==> config.mk <==
export PLATFORM = sky130hd
export DESIGN_NAME = sar_seq_top
export DESIGN_NICKNAME = d
export VERILOG_FILES = /design/src/rtl/sar_seq_pkg.sv /design/src/rtl/sar_step_timer.sv /design/src/rtl/sar_bit_reg.sv /design/src/rtl/sar_seq_ctrl.sv /design/src/rtl/sar_seq_top.sv
export SDC_FILE = /design/constraint.sdc
export NUM_CORES = 1
export LEC_CHECK = 0
export ABC_AREA = 1
export BUFFER_PORTS_ARGS = -buffer_cell sky130_fd_sc_hd__buf_4
export CAP_MARGIN = 20
export CORE_AREA = 4 4 82 84
export DETAILED_ROUTE_END_ITERATION = 8
export DIE_AREA = 0 0 86 88
export GPL_ROUTABILITY_DRIVEN = 0
export MAX_ROUTING_LAYER = met4
export PLACE_DENSITY = 0.51
export SYNTH_ARGS = -nofsm -noshare
export SYNTH_HDL_FRONTEND = slang
export SYNTH_SLANG_ARGS = --single-unit
==> constraint.sdc <==
create_clock -name clk -period 1.9 [get_ports clk]
set_input_delay 0.38 -clock clk [delete_from_list [all_inputs] [get_ports clk]]
set_output_delay 0.38 -clock clk [all_outputs]
set_load 0.01 [all_outputs]
==> src/rtl/sar_seq_pkg.sv <==
package sar_seq_pkg;
  typedef enum logic [1:0] {
    ST_TRACK = 2'd0,
    ST_ACQ   = 2'd1,
    ST_TRIAL = 2'd2,
    ST_DONE  = 2'd3
  } sar_state_e;
endpackage

==> src/rtl/sar_step_timer.sv <==
// Shared down-counter: loaded with (cycles-1), reports expiry at zero.
module sar_step_timer #(
  parameter int CW = 3
) (
  input  logic          clk,
  input  logic          rst_n,
  input  logic          load_i,
  input  logic [CW-1:0] load_val_i,
  output logic          expire_o
);
  logic [CW-1:0] cnt_q;

  always_ff @(posedge clk or negedge rst_n) begin
    if (!rst_n)             cnt_q <= '0;
    else if (load_i)        cnt_q <= load_val_i;
    else if (cnt_q != '0)   cnt_q <= cnt_q - 1'b1;
  end

  assign expire_o = (cnt_q == '0);
endmodule

==> src/rtl/sar_bit_reg.sv <==
// Approximation bits plus a one-hot pointer at the bit under trial.
module sar_bit_reg #(
  parameter int NBITS = 12
) (
  input  logic             clk,
  input  logic             rst_n,
  input  logic             clr_i,
  input  logic             decide_i,
  input  logic             cmp_i,
  output logic [NBITS-1:0] ptr_o,
  output logic [NBITS-1:0] trial_o,
  output logic [NBITS-1:0] next_o
);
  localparam logic [NBITS-1:0] TOP_HOT = {1'b1, {(NBITS-1){1'b0}}};

  logic [NBITS-1:0] appr_q;
  logic [NBITS-1:0] ptr_q;

  always_ff @(posedge clk or negedge rst_n) begin
    if (!rst_n)        ptr_q <= '0;
    else if (clr_i)    ptr_q <= TOP_HOT;
    else if (decide_i) ptr_q <= ptr_q >> 1;
  end

  for (genvar i = 0; i < NBITS; i++) begin : g_bit
    always_ff @(posedge clk or negedge rst_n) begin
      if (!rst_n)                      appr_q[i] <= 1'b0;
      else if (clr_i)                  appr_q[i] <= 1'b0;
      else if (decide_i && ptr_q[i])   appr_q[i] <= cmp_i;
    end
  end

  assign ptr_o   = ptr_q;
  assign trial_o = appr_q | ptr_q;
  assign next_o  = appr_q | (cmp_i ? ptr_q : '0);
endmodule

==> src/rtl/sar_seq_ctrl.sv <==
// Conversion state machine: track, optional acquisition, trials, done.
module sar_seq_ctrl
  import sar_seq_pkg::*;
#(
  parameter int ACQ_CYC  = 4,
  parameter int STEP_CYC = 2,
  parameter int CW       = 3
) (
  input  logic          clk,
  input  logic          rst_n,
  input  logic          start_i,
  input  logic          short_i,
  input  logic          emul_i,
  input  logic          expire_i,
  input  logic          last_full_i,
  input  logic          last_short_i,
  output sar_state_e    state_o,
  output logic          clr_o,
  output logic          decide_o,
  output logic          latch_o,
  output logic          load_o,
  output logic [CW-1:0] load_val_o
);
  localparam logic [CW-1:0] ACQ_LOAD  = CW'(ACQ_CYC - 1);
  localparam logic [CW-1:0] STEP_LOAD = CW'(STEP_CYC - 1);

  sar_state_e state_q, state_d;
  logic       short_q;
  logic       last_bit;

  assign last_bit = short_q ? last_short_i : last_full_i;

  always_comb begin
    state_d    = state_q;
    clr_o      = 1'b0;
    decide_o   = 1'b0;
    latch_o    = 1'b0;
    load_o     = 1'b0;
    load_val_o = STEP_LOAD;
    unique case (state_q)
      ST_TRACK: begin
        if (start_i) begin
          clr_o  = 1'b1;
          load_o = 1'b1;
          if (emul_i) begin
            state_d    = ST_ACQ;
            load_val_o = ACQ_LOAD;
          end else begin
            state_d = ST_TRIAL;
          end
        end
      end
      ST_ACQ: begin
        if (expire_i) begin
          state_d = ST_TRIAL;
          load_o  = 1'b1;
        end
      end
      ST_TRIAL: begin
        if (expire_i) begin
          decide_o = 1'b1;
          if (last_bit) begin
            state_d = ST_DONE;
            latch_o = 1'b1;
          end else begin
            load_o = 1'b1;
          end
        end
      end
      ST_DONE: state_d = ST_TRACK;
      default: state_d = ST_TRACK;
    endcase
  end

  always_ff @(posedge clk or negedge rst_n) begin
    if (!rst_n) begin
      state_q <= ST_TRACK;
      short_q <= 1'b0;
    end else begin
      state_q <= state_d;
      if (state_q == ST_TRACK && start_i) short_q <= short_i;
    end
  end

  assign state_o = state_q;
endmodule

==> src/rtl/sar_seq_top.sv <==
module sar_seq_top
  import sar_seq_pkg::*;
#(
  parameter int NBITS      = 12,
  parameter int SHORT_BITS = 8,
  parameter int ACQ_CYC    = 4,
  parameter int STEP_CYC   = 2
) (
  input  logic             clk,
  input  logic             rst_n,
  input  logic             start_i,
  input  logic             short_i,
  input  logic             emul_i,
  input  logic             cmp_i,
  output logic [NBITS-1:0] dac_word_o,
  output logic             samp_sw_o,
  output logic             az_sw_o,
  output logic             busy_o,
  output logic             done_o,
  output logic [NBITS-1:0] result_o
);
  localparam int TMAX       = (ACQ_CYC > STEP_CYC) ? ACQ_CYC : STEP_CYC;
  localparam int CW         = $clog2(TMAX + 1);
  localparam int SHORT_STOP = NBITS - SHORT_BITS;
  localparam logic [NBITS-1:0] SHORT_MASK =
    {{SHORT_BITS{1'b1}}, {SHORT_STOP{1'b0}}};

  sar_state_e       state;
  logic             clr, decide, latch, load, expire, short_run;
  logic [CW-1:0]    load_val;
  logic [NBITS-1:0] ptr, trial, next_word;
  logic [NBITS-1:0] result_q;

  sar_seq_ctrl #(
    .ACQ_CYC (ACQ_CYC),
    .STEP_CYC(STEP_CYC),
    .CW      (CW)
  ) u_ctrl (
    .clk         (clk),
    .rst_n       (rst_n),
    .start_i     (start_i),
    .short_i     (short_i),
    .emul_i      (emul_i),
    .expire_i    (expire),
    .last_full_i (ptr[0]),
    .last_short_i(ptr[SHORT_STOP]),
    .state_o     (state),
    .clr_o       (clr),
    .decide_o    (decide),
    .latch_o     (latch),
    .load_o      (load),
    .load_val_o  (load_val)
  );

  sar_step_timer #(.CW(CW)) u_timer (
    .clk       (clk),
    .rst_n     (rst_n),
    .load_i    (load),
    .load_val_i(load_val),
    .expire_o  (expire)
  );

  sar_bit_reg #(.NBITS(NBITS)) u_bits (
    .clk     (clk),
    .rst_n   (rst_n),
    .clr_i   (clr),
    .decide_i(decide),
    .cmp_i   (cmp_i),
    .ptr_o   (ptr),
    .trial_o (trial),
    .next_o  (next_word)
  );

  // Short runs stop with the pointer on the last kept bit; mask the rest.
  assign short_run = ptr[SHORT_STOP] && (SHORT_STOP != 0);

  always_ff @(posedge clk or negedge rst_n) begin
    if (!rst_n)     result_q <= '0;
    else if (latch) result_q <= short_run ? (next_word & SHORT_MASK) : next_word;
  end

  assign dac_word_o = (state == ST_TRIAL) ? trial : '0;
  assign samp_sw_o  = (state != ST_TRIAL);
  assign az_sw_o    = (state != ST_TRIAL);
  assign busy_o     = (state != ST_TRACK);
  assign done_o     = (state == ST_DONE);
  assign result_o   = result_q;
endmodule

Word-level counts from Yosys, hierarchy flattened

Index checks and enable logic that the tools add are counted.

Bits in registers: 42
Input bits: 6
Output and inout bits: 28
Logic and storage cells: 111

Add/subtract/negate cells: 1
Equal/unequal tests: 8
Mux-type cells: 51
Bitwise logic cells: 2
Reduce and logical (&&, ||, !) cells: 32

Operator list:

| kind                  | number |
|---|---|
| $mux W12              | 4 |
| $mux W1               | 34 |
| $reduce_bool A2 Y1    | 15 |
| $or A12 B12 Y12       | 2 |
| $logic_and A1 B1 Y1   | 13 |
| $mux W2               | 6 |
| $mux W3               | 4 |
| $ne A2 B2 Y1 const B  | 4 |
| $pmux W2 S4           | 1 |
| $eq A2 B2 Y1 const B  | 2 |
| $mux W4               | 1 |
| $reduce_and A4 Y1     | 1 |
| $logic_not A3 Y1      | 1 |
| $pmux W1 S3           | 1 |
| $reduce_bool A3 Y1    | 1 |
| $sub A3 B1 Y3 const B | 1 |
| $eq A2 B1 Y1 const B  | 1 |
| $logic_not A2 Y1      | 1 |
| $ne A2 B1 Y1 const B  | 1 |

Depth between registers and ports, before layout

Gate-level depths: netlist (run 1).

Depth in word-level cells: 6
Depth in mapped cells: 11
Gate-level depth less buffers: 11

Hierarchy

A second synthesis (run 1) with hierarchy kept.

Cell total of the unflattened synthesis: 328
Area total of the unflattened synthesis: 2321.0 um^2

Modules (own cells, without submodules):

| module         | times used | cells each | area an instance (um^2) |
|---|---|---|---|
| sar_bit_reg    | 1          | 165        | 1194.9 |
| sar_seq_top    | 1          | 83         | 608.1 |
| sar_seq_ctrl   | 1          | 48         | 310.3 |
| sar_step_timer | 1          | 32         | 207.7 |

Least setup slack after synthesis (run 1)

No wires, ideal clock.

Kind: register to output
From: reg u_ctrl.state_q[0] (netlist: u_ctrl.state_o[0])
To: out samp_sw_o
Data arrival time: 1.359 ns
Data required time: 1.520 ns
Path slack: 0.161 ns
Stages on the path, launching flop included: 6
Path buffers: 2
Cells stage by stage: dfrtp_1 inv_1 ha_1 inv_1 buf_1 buf_4

Cells in the longest elaborated chain, start to end: 1

RTL lines:

| element                | line               | RTL |
|---|---|---|
| from (decl)            | sar_seq_ctrl.sv:27 | `sar_state_e state_q, state_d;` |
| from (signal assigned) | sar_seq_ctrl.sv:80 | `state_q <= state_d;` |
| $ne A2 B2 Y1           | --                 |  |
| to (decl)              | sar_seq_top.sv:16  | `output logic samp_sw_o,` |

Every way passes these cells.

Final worst setup path (run 1)

From: reg u_ctrl.state_q[0] (netlist: u_ctrl.state_o[0])
To: out dac_word_o[0]

Cells in the longest elaborated chain, start to end: 2

RTL lines:

| element      | line              | RTL |
|---|---|---|
| $eq A2 B2 Y1 | sar_seq_top.sv:82 | `assign dac_word_o = (state == ST_TRIAL) ? trial : '0;` |
| $mux W12     | sar_seq_top.sv:82 |  |
| to (decl)    | sar_seq_top.sv:15 | `output logic [NBITS-1:0] dac_word_o,` |

Every way passes these cells.

==> results.json, run 1 <==
{
  "status": "complete, no violations",
  "core-area_um2": 5920,
  "comb_power_share": 0.455,
  "hpwlAfterDp_um": 3350,
  "avgSynthCellArea_um2": 8.49,
  "port_buffers": 33,
  "sequentialPowerShare": 0.360,
  "die_x_um": 86,
  "grt_overflow": 0,
  "synth_edf_count": 0,
  "drive_above_1_share": 0.242,
  "synth_cell_types": 24,
  "p_switching_mw": 1.48,
  "clk_latency_ns": 0.30,
  "clk_path_buf_depth": 2,
  "first_pass_iters": 4,
  "endpoint_kind": "output pin",
  "grt_start_max_net_pins": 43,
  "synthFlopType": "dfrtp_1",
  "path_class": "reg -> out",
  "cp_slowest_cell": "dfrtp_1",
  "syn_area_um2": 2050,
  "via_per_inst": 4.70,
  "internal_power_mw": 2.41,
  "peakVddDrop_v": 0.000610,
  "crit_fanout": 15,
  "p_clk_frac": 0.186,
  "clkTransAtPathRegs_ns": 0.08,
  "tritoncts": "done",
  "dp.cells": 347,
  "yosys-top-cells-count": "nand2_1, dfrtp_1, nor2_1, a21oi_1, inv_1",
  "area_delta_synth_final_pct": 24.4,
  "p_per_area_nw_per_um2": 1530,
  "skew_ns": 0.00584,
  "antenna_found_initial": 0,
  "clock-sinks": 42,
  "first_global_vias": 1646,
  "stdcell_count": 356,
  "num_rows": 28,
  "synthArstFlopShare": 1.00,
  "period_share": 0.943,
  "final_antenna_net_count": 0,
  "syn_inst": 241,
  "synthTopCellsByArea": "dfrtp_1, nand2_1, nor2_1",
  "fillers": 623,
  "fin_crit_ns": 1.79,
  "grt_pass1_wl_um": 8230,
  "worst_setup_path_start_kind": "flop",
  "synth_seq_cells": 42,
  "rsz0062_at_grt": "false",
  "nets": 294,
  "wl_um": 4690,
  "wire_per_inst_um": 13.2,
  "yosysSeqAreaShare": 0.513,
  "fmax_ghz": 0.558,
  "drt_iter0_markers": 80,
  "antennaDiodeCount": 0,
  "drv_cap": 0,
  "numCtsBuffers": 5,
  "crit_required_ns": 1.52,
  "fp.dieH_um": 88,
  "path_cells": "inv_2 > ha_1 > inv_1 > buf_12 > a21oi_2 > buf_4",
  "tightestPinTransition_ns": 0.535,
  "die-area_um2": 7570,
  "setup_viol": 0,
  "finalHoldViolCount": 0,
  "syn-num-nets": 254,
  "drc_errors": 0,
  "fin_util": 0.430,
  "synth_top_area_share": 0.513,
  "grt_util_all_layers": 0.146,
  "critPathMaxStageDelay_ns": 0.42,
  "hp-class": "in -> async",
  "synth.most_common_cell": "nand2_1",
  "p_leak_nw": 1.22,
  "clock-root-buffer": "clkbuf_8",
  "synth_top_area_cell": "dfrtp_1",
  "h-tree-depth": 2,
  "worst_ep_arrival_time_ns": 1.41,
  "max_slew_margin": 0.643,
  "final_max_slew_viol_count": 0,
  "ctsHoldBuffers": 0,
  "setup_tns_ns": 0,
  "start_util": 0.346,
  "netSwitchingFraction": 0.381,
  "io_pins": 34,
  "yosys_warnings": 0,
  "num_vias": 1672
}
[cell type report]
type	instances	area (um2)	area share
Tap cell	75	93.8	0.0369
Inverter	21	78.8	0.0310
Timing Repair Buffer	44	355	0.140
Clock buffer	6	82.6	0.0324
Clock inverter	1	30.0	0.0118
Sequential cell	42	1050	0.413
Multi-Input combinational cell	167	855	0.336
[worst max-delay path: cells and delay by family, from the launching register on]
kind / cells / cell delay [ns]
AO/OA/AOI/OAI: 1 / 0.12
flip-flops: 1 / 0.42
adder cells (fa/ha/maj): 1 / 0.15
buffers and inverters: 4 / 0.43
[logic make-up (layout without fill, tap and decap cells)]
kind of cell               Yosys count  count (layout)  share of synthesized area
adders and majority gates            7               7                     0.0428
and+or+nand+nor                    102             102                      0.205
DFF                                 42              42                      0.513
buffers and inverters               32              72                     0.0746
AOI/OAI and AO/OA                   58              58                      0.164
[state kept, by name, indices dropped and copies added, names as in the netlist]
register	flops
u_ctrl.short_q	1
u_bits.appr_q	12
u_ctrl.state_o	2
result_o	12
u_bits.ptr_o	12
u_timer.cnt_q	3
[repair_timing]
item | in CTS | in global routing
gates resized for setup | 2 | 3
endpoints found under the setup margin | 2 | 12
setup buffers | 0 | 2
[through the flow]
step / worst slack, ns / instance area, um2 / hold WS (ns) / power, mW
3_5_place_dp: 0.312 / 2410 / 0.408 / 3.17
2_1_floorplan: 0.161 / 2050 / 0.0844 / 2.44
5_1_grt: 0.00133 / 2550 / 0.0887 / 4.26
3_3_place_gp: 0.360 / 2410 / 0.412 / 3.15
6_report: 0.108 / 2550 / 0.0535 / 3.88
4_1_cts: 0.0188 / 2530 / 0.0825 / 3.92
[routing by layer]
layer	global-route usage	part of all wire	vias up
met1	0.190	0.50	780
li1	-	-	852
met4	0.0518	0.012	0
met5	-	0	-
met3	0.0357	0.042	4
met2	0.221	0.45	36
[power groups by stage]
stage                     sequential (mW)  combinational, mW  clock [mW]
final                                1.40               1.77       0.722
after detailed placement             1.42               1.75           0
after global routing                 1.45               2.02       0.791
after floorplan                      1.43               1.01           0
after CTS                            1.40               1.77       0.748
after global placement               1.41               1.74           0
[cells in the final DEF, fill, tap and decap left out]
cell / synthesis / layout
inv_1: 20 / 19
nor2_4: 1 / 1
buf_4: 1 / 42
nand2_4: 1 / 1
buf_12: 0 / 2
inv_2: 1 / 2
a21oi_2: 8 / 9
nand2_1: 44 / 44
bufinv_16: 0 / 1
o21a_1: 1 / 1
nor2_1: 41 / 38
ha_1: 7 / 7
a21oi_1: 27 / 26
clkbuf_8: 1 / 6
nand4_1: 2 / 2
nand3_1: 13 / 13
a21oi_4: 1 / 1
nor2_2: 0 / 3
o21ai_0: 19 / 19
a211oi_1: 1 / 1
dfrtp_1: 42 / 42
o21ai_1: 1 / 1
[final timing paths]
kind / startpoint / to / slack (ns) / cells after the start
max: u_ctrl.state_o[0] / dac_word_o[0] / 0.11 / 6
min: rst_n / u_bits.appr_q[9] / 0.05 / 1
min reg2reg: u_timer.cnt_q[0] / u_timer.cnt_q[0] / 0.51 / 2
max reg2reg: u_ctrl.state_o[0] / u_bits.appr_q[9] / 0.32 / 8
max in group asynchronous: rst_n / u_timer.cnt_q[2] / 1.47 / 1
min in group clk: short_i / u_ctrl.short_q / 0.29 / 3
Power figures use the tool's default switching activity.
==> run 2, diff against run 1 <==
--- a/config.mk
+++ b/config.mk
@@ -9,11 +9,12 @@
 export BUFFER_PORTS_ARGS = -buffer_cell sky130_fd_sc_hd__buf_4
 export CAP_MARGIN = 20
 export CORE_AREA = 4 4 82 84
+export CTS_CLUSTER_SIZE = 28
 export DETAILED_ROUTE_END_ITERATION = 8
 export DIE_AREA = 0 0 86 88
 export GPL_ROUTABILITY_DRIVEN = 0
 export MAX_ROUTING_LAYER = met4
-export PLACE_DENSITY = 0.51
+export PLACE_DENSITY = 0.62
 export SYNTH_ARGS = -nofsm -noshare
 export SYNTH_HDL_FRONTEND = slang
 export SYNTH_SLANG_ARGS = --single-unit
==> run 2 against run 1 <==
Against the previous run:
- power rose by 0.73%
- die area did not move
- critical path depth did not move
- first-iteration DRC count rose by 81%
- global-route usage fell by 0.63 points
- sequential power barely moved
- sequential share of layout area rose by 0.12 points
- worst hold slack improved by 0.0078 ns
- via count barely moved
- critical path type unchanged
- highest routed layer unchanged
==> results.json, run 2 (same netlist as run 1, synthesis figures left out) <==
{
  "p_leak_nw": 1.20,
  "die-area_um2": 7570,
  "clkTransAtPathRegs_ns": 0.07,
  "peakVddDrop_v": 0.000459,
  "grt_start_max_net_pins": 43,
  "final_max_slew_viol_count": 0,
  "wire_per_inst_um": 13.1,
  "finalWorstSetupSlack_ns": 0.0597,
  "start_util": 0.346,
  "num_rows": 28,
  "die_x_um": 86,
  "crit_fanout": 15,
  "final_antenna_net_count": 0,
  "max_slew_margin": 0.649,
  "num_vias": 1673,
  "rr_worst_depth": 9,
  "p_clk_frac": 0.183,
  "sequentialPowerShare": 0.360,
  "first_pass_iters": 4,
  "numCtsBuffers": 5,
  "hpwlAfterDp_um": 3160,
  "dpl_worst_slack_ns": 0.201,
  "stdcell_count": 353,
  "clk_latency_ns": 0.30,
  "cp_slowest_cell": "dfrtp_1",
  "fmax_ghz": 0.543,
  "antenna_found_initial": 0,
  "grt_util_all_layers": 0.140,
  "r2r-start": "u_timer.cnt_q[0]",
  "clock-root-buffer": "clkbuf_8",
  "endpoint_kind": "output pin",
  "path_cells": "inv_2 > ha_4 > inv_1 > buf_12 > nor2_1 > buf_4",
  "area_delta_synth_final_pct": 24.0,
  "port_buffers": 33,
  "via_per_inst": 4.74,
  "fin_crit_ns": 1.84,
  "rsz0062_at_grt": "true",
  "comb_power_share": 0.457,
  "period_share": 0.969,
  "skew_ns": 0.00830,
  "antennaDiodeCount": 0,
  "status": "complete, no violations",
  "drc_errors": 0,
  "fp.dieH_um": 88,
  "first_global_vias": 1634,
  "critical_path.top_delay_family": "buffers and inverters",
  "worst_ep_arrival_time_ns": 1.46,
  "ctsHoldBuffers": 0,
  "dp.cells": 343,
  "internal_power_mw": 2.41,
  "io_pins": 34,
  "reg2reg_slack_ns": 0.22,
  "critPathMaxStageDelay_ns": 0.41,
  "tightestPinTransition_ns": 0.527,
  "setup_viol": 0,
  "drt_iter0_markers": 145,
  "drive_above_1_share": 0.241,
  "h-tree-depth": 2,
  "hp-class": "in -> async",
  "endpoint": "dac_word_o[5]",
  "setup_tns_ns": 0,
  "cp_num_cells": 6,
  "cp_num_buf_inv": 4,
  "nets": 291,
  "clk_path_buf_depth": 2,
  "crit_required_ns": 1.52,
  "grt_pass1_wl_um": 8020,
  "final_cell_mix": "nand2_1, dfrtp_1, buf_4, nor2_1, a21oi_1",
  "drv_cap": 0,
  "core-area_um2": 5920,
  "netSwitchingFraction": 0.384,
  "crit_start": "u_ctrl.state_o[0]",
  "tritoncts": "done",
  "finalHoldViolCount": 0,
  "p_switching_mw": 1.50,
  "worst_setup_path_start_kind": "flop",
  "p_per_area_nw_per_um2": 1540,
  "grt_overflow": 0,
  "wl_um": 4610,
  "layout_commonest_cell": "nand2_1",
  "clock-sinks": 42,
  "reg2reg_to": "u_bits.appr_q[8]",
  "path_class": "reg -> out"
}
[run 2: cell count changes in the layout (fill, tap and decap cells not counted)]
| cell | before | now |
|---|---|---|
| ha_4 | 0 | 1 |
| buf_4 | 42 | 39 |
| nor2_1 | 38 | 37 |
| ha_1 | 7 | 6 |
| nor2_2 | 3 | 4 |
[run 2: cell type report]
type | instances | area (um2)
sequential | 42 | 1050
timing repair buffer | 41 | 333
tap | 75 | 93.8
clock buffer | 6 | 82.6
fill | 572 | 3380
inverter | 21 | 78.8
clock inverter | 1 | 30.0
multi-input combinational | 167 | 870
[run 2: metrics by stage]
step	utilization	hold slack, ns	total power, mW	area, um2
2_1_floorplan	-	0.0844	2.44	2050
3_3_place_gp	0.402	0.400	3.08	2380
3_5_place_dp	0.402	0.402	3.12	2380
4_1_cts	0.423	0.0802	3.87	2500
5_1_grt	0.429	0.0940	4.26	2540
6_report	0.429	0.0613	3.91	2540
[run 2: layer usage]
metal	vias up	share of wire	GRT usage	wire length, um
li1	849	-	-	-
met1	777	0.47	0.183	2150
met4	0	0.016	0.0547	75
met5	-	0	-	0
met2	39	0.47	0.206	2150
met3	8	0.051	0.0367	235
[run 2: how the worst min path moves through the flow]
stage,from,endpoint,cells after the start
finish,rst_n,u_bits.appr_q[9],1
CTS,rst_n,result_o[8],1
detailed placement,rst_n,u_bits.appr_q[9],1
global route,rst_n,result_o[8],1
floorplan,rst_n,result_o[0],0
global placement,rst_n,u_bits.ptr_o[9],1
[run 2: worst register-to-register path: stages, from the launching register on]
cell and delay, ns:
dfrtp_1 0.38, inv_1 0.10, ha_1 0.15, inv_1 0.07
nor2_4 0.15, nand2_4 0.10, inv_1 0.28, nand2_1 0.15
nand3_1 0.09, o21ai_0 0.09
[run 2: repair_timing]
| item | in CTS | in global routing |
|---|---|---|
| setup buffers | 0 | 3 |
| gates resized for setup | 3 | 5 |
| endpoints found under the setup margin | 12 | 12 |
[run 2: power by group through the flow]
stage | combinational [mW] | clock [mW] | sequential (mW)
after floorplan | 1.01 | 0 | 1.43
after global placement | 1.67 | 0 | 1.41
after detailed placement | 1.70 | 0 | 1.42
after CTS | 1.72 | 0.732 | 1.41
after global routing | 2.03 | 0.784 | 1.46
final | 1.79 | 0.716 | 1.41
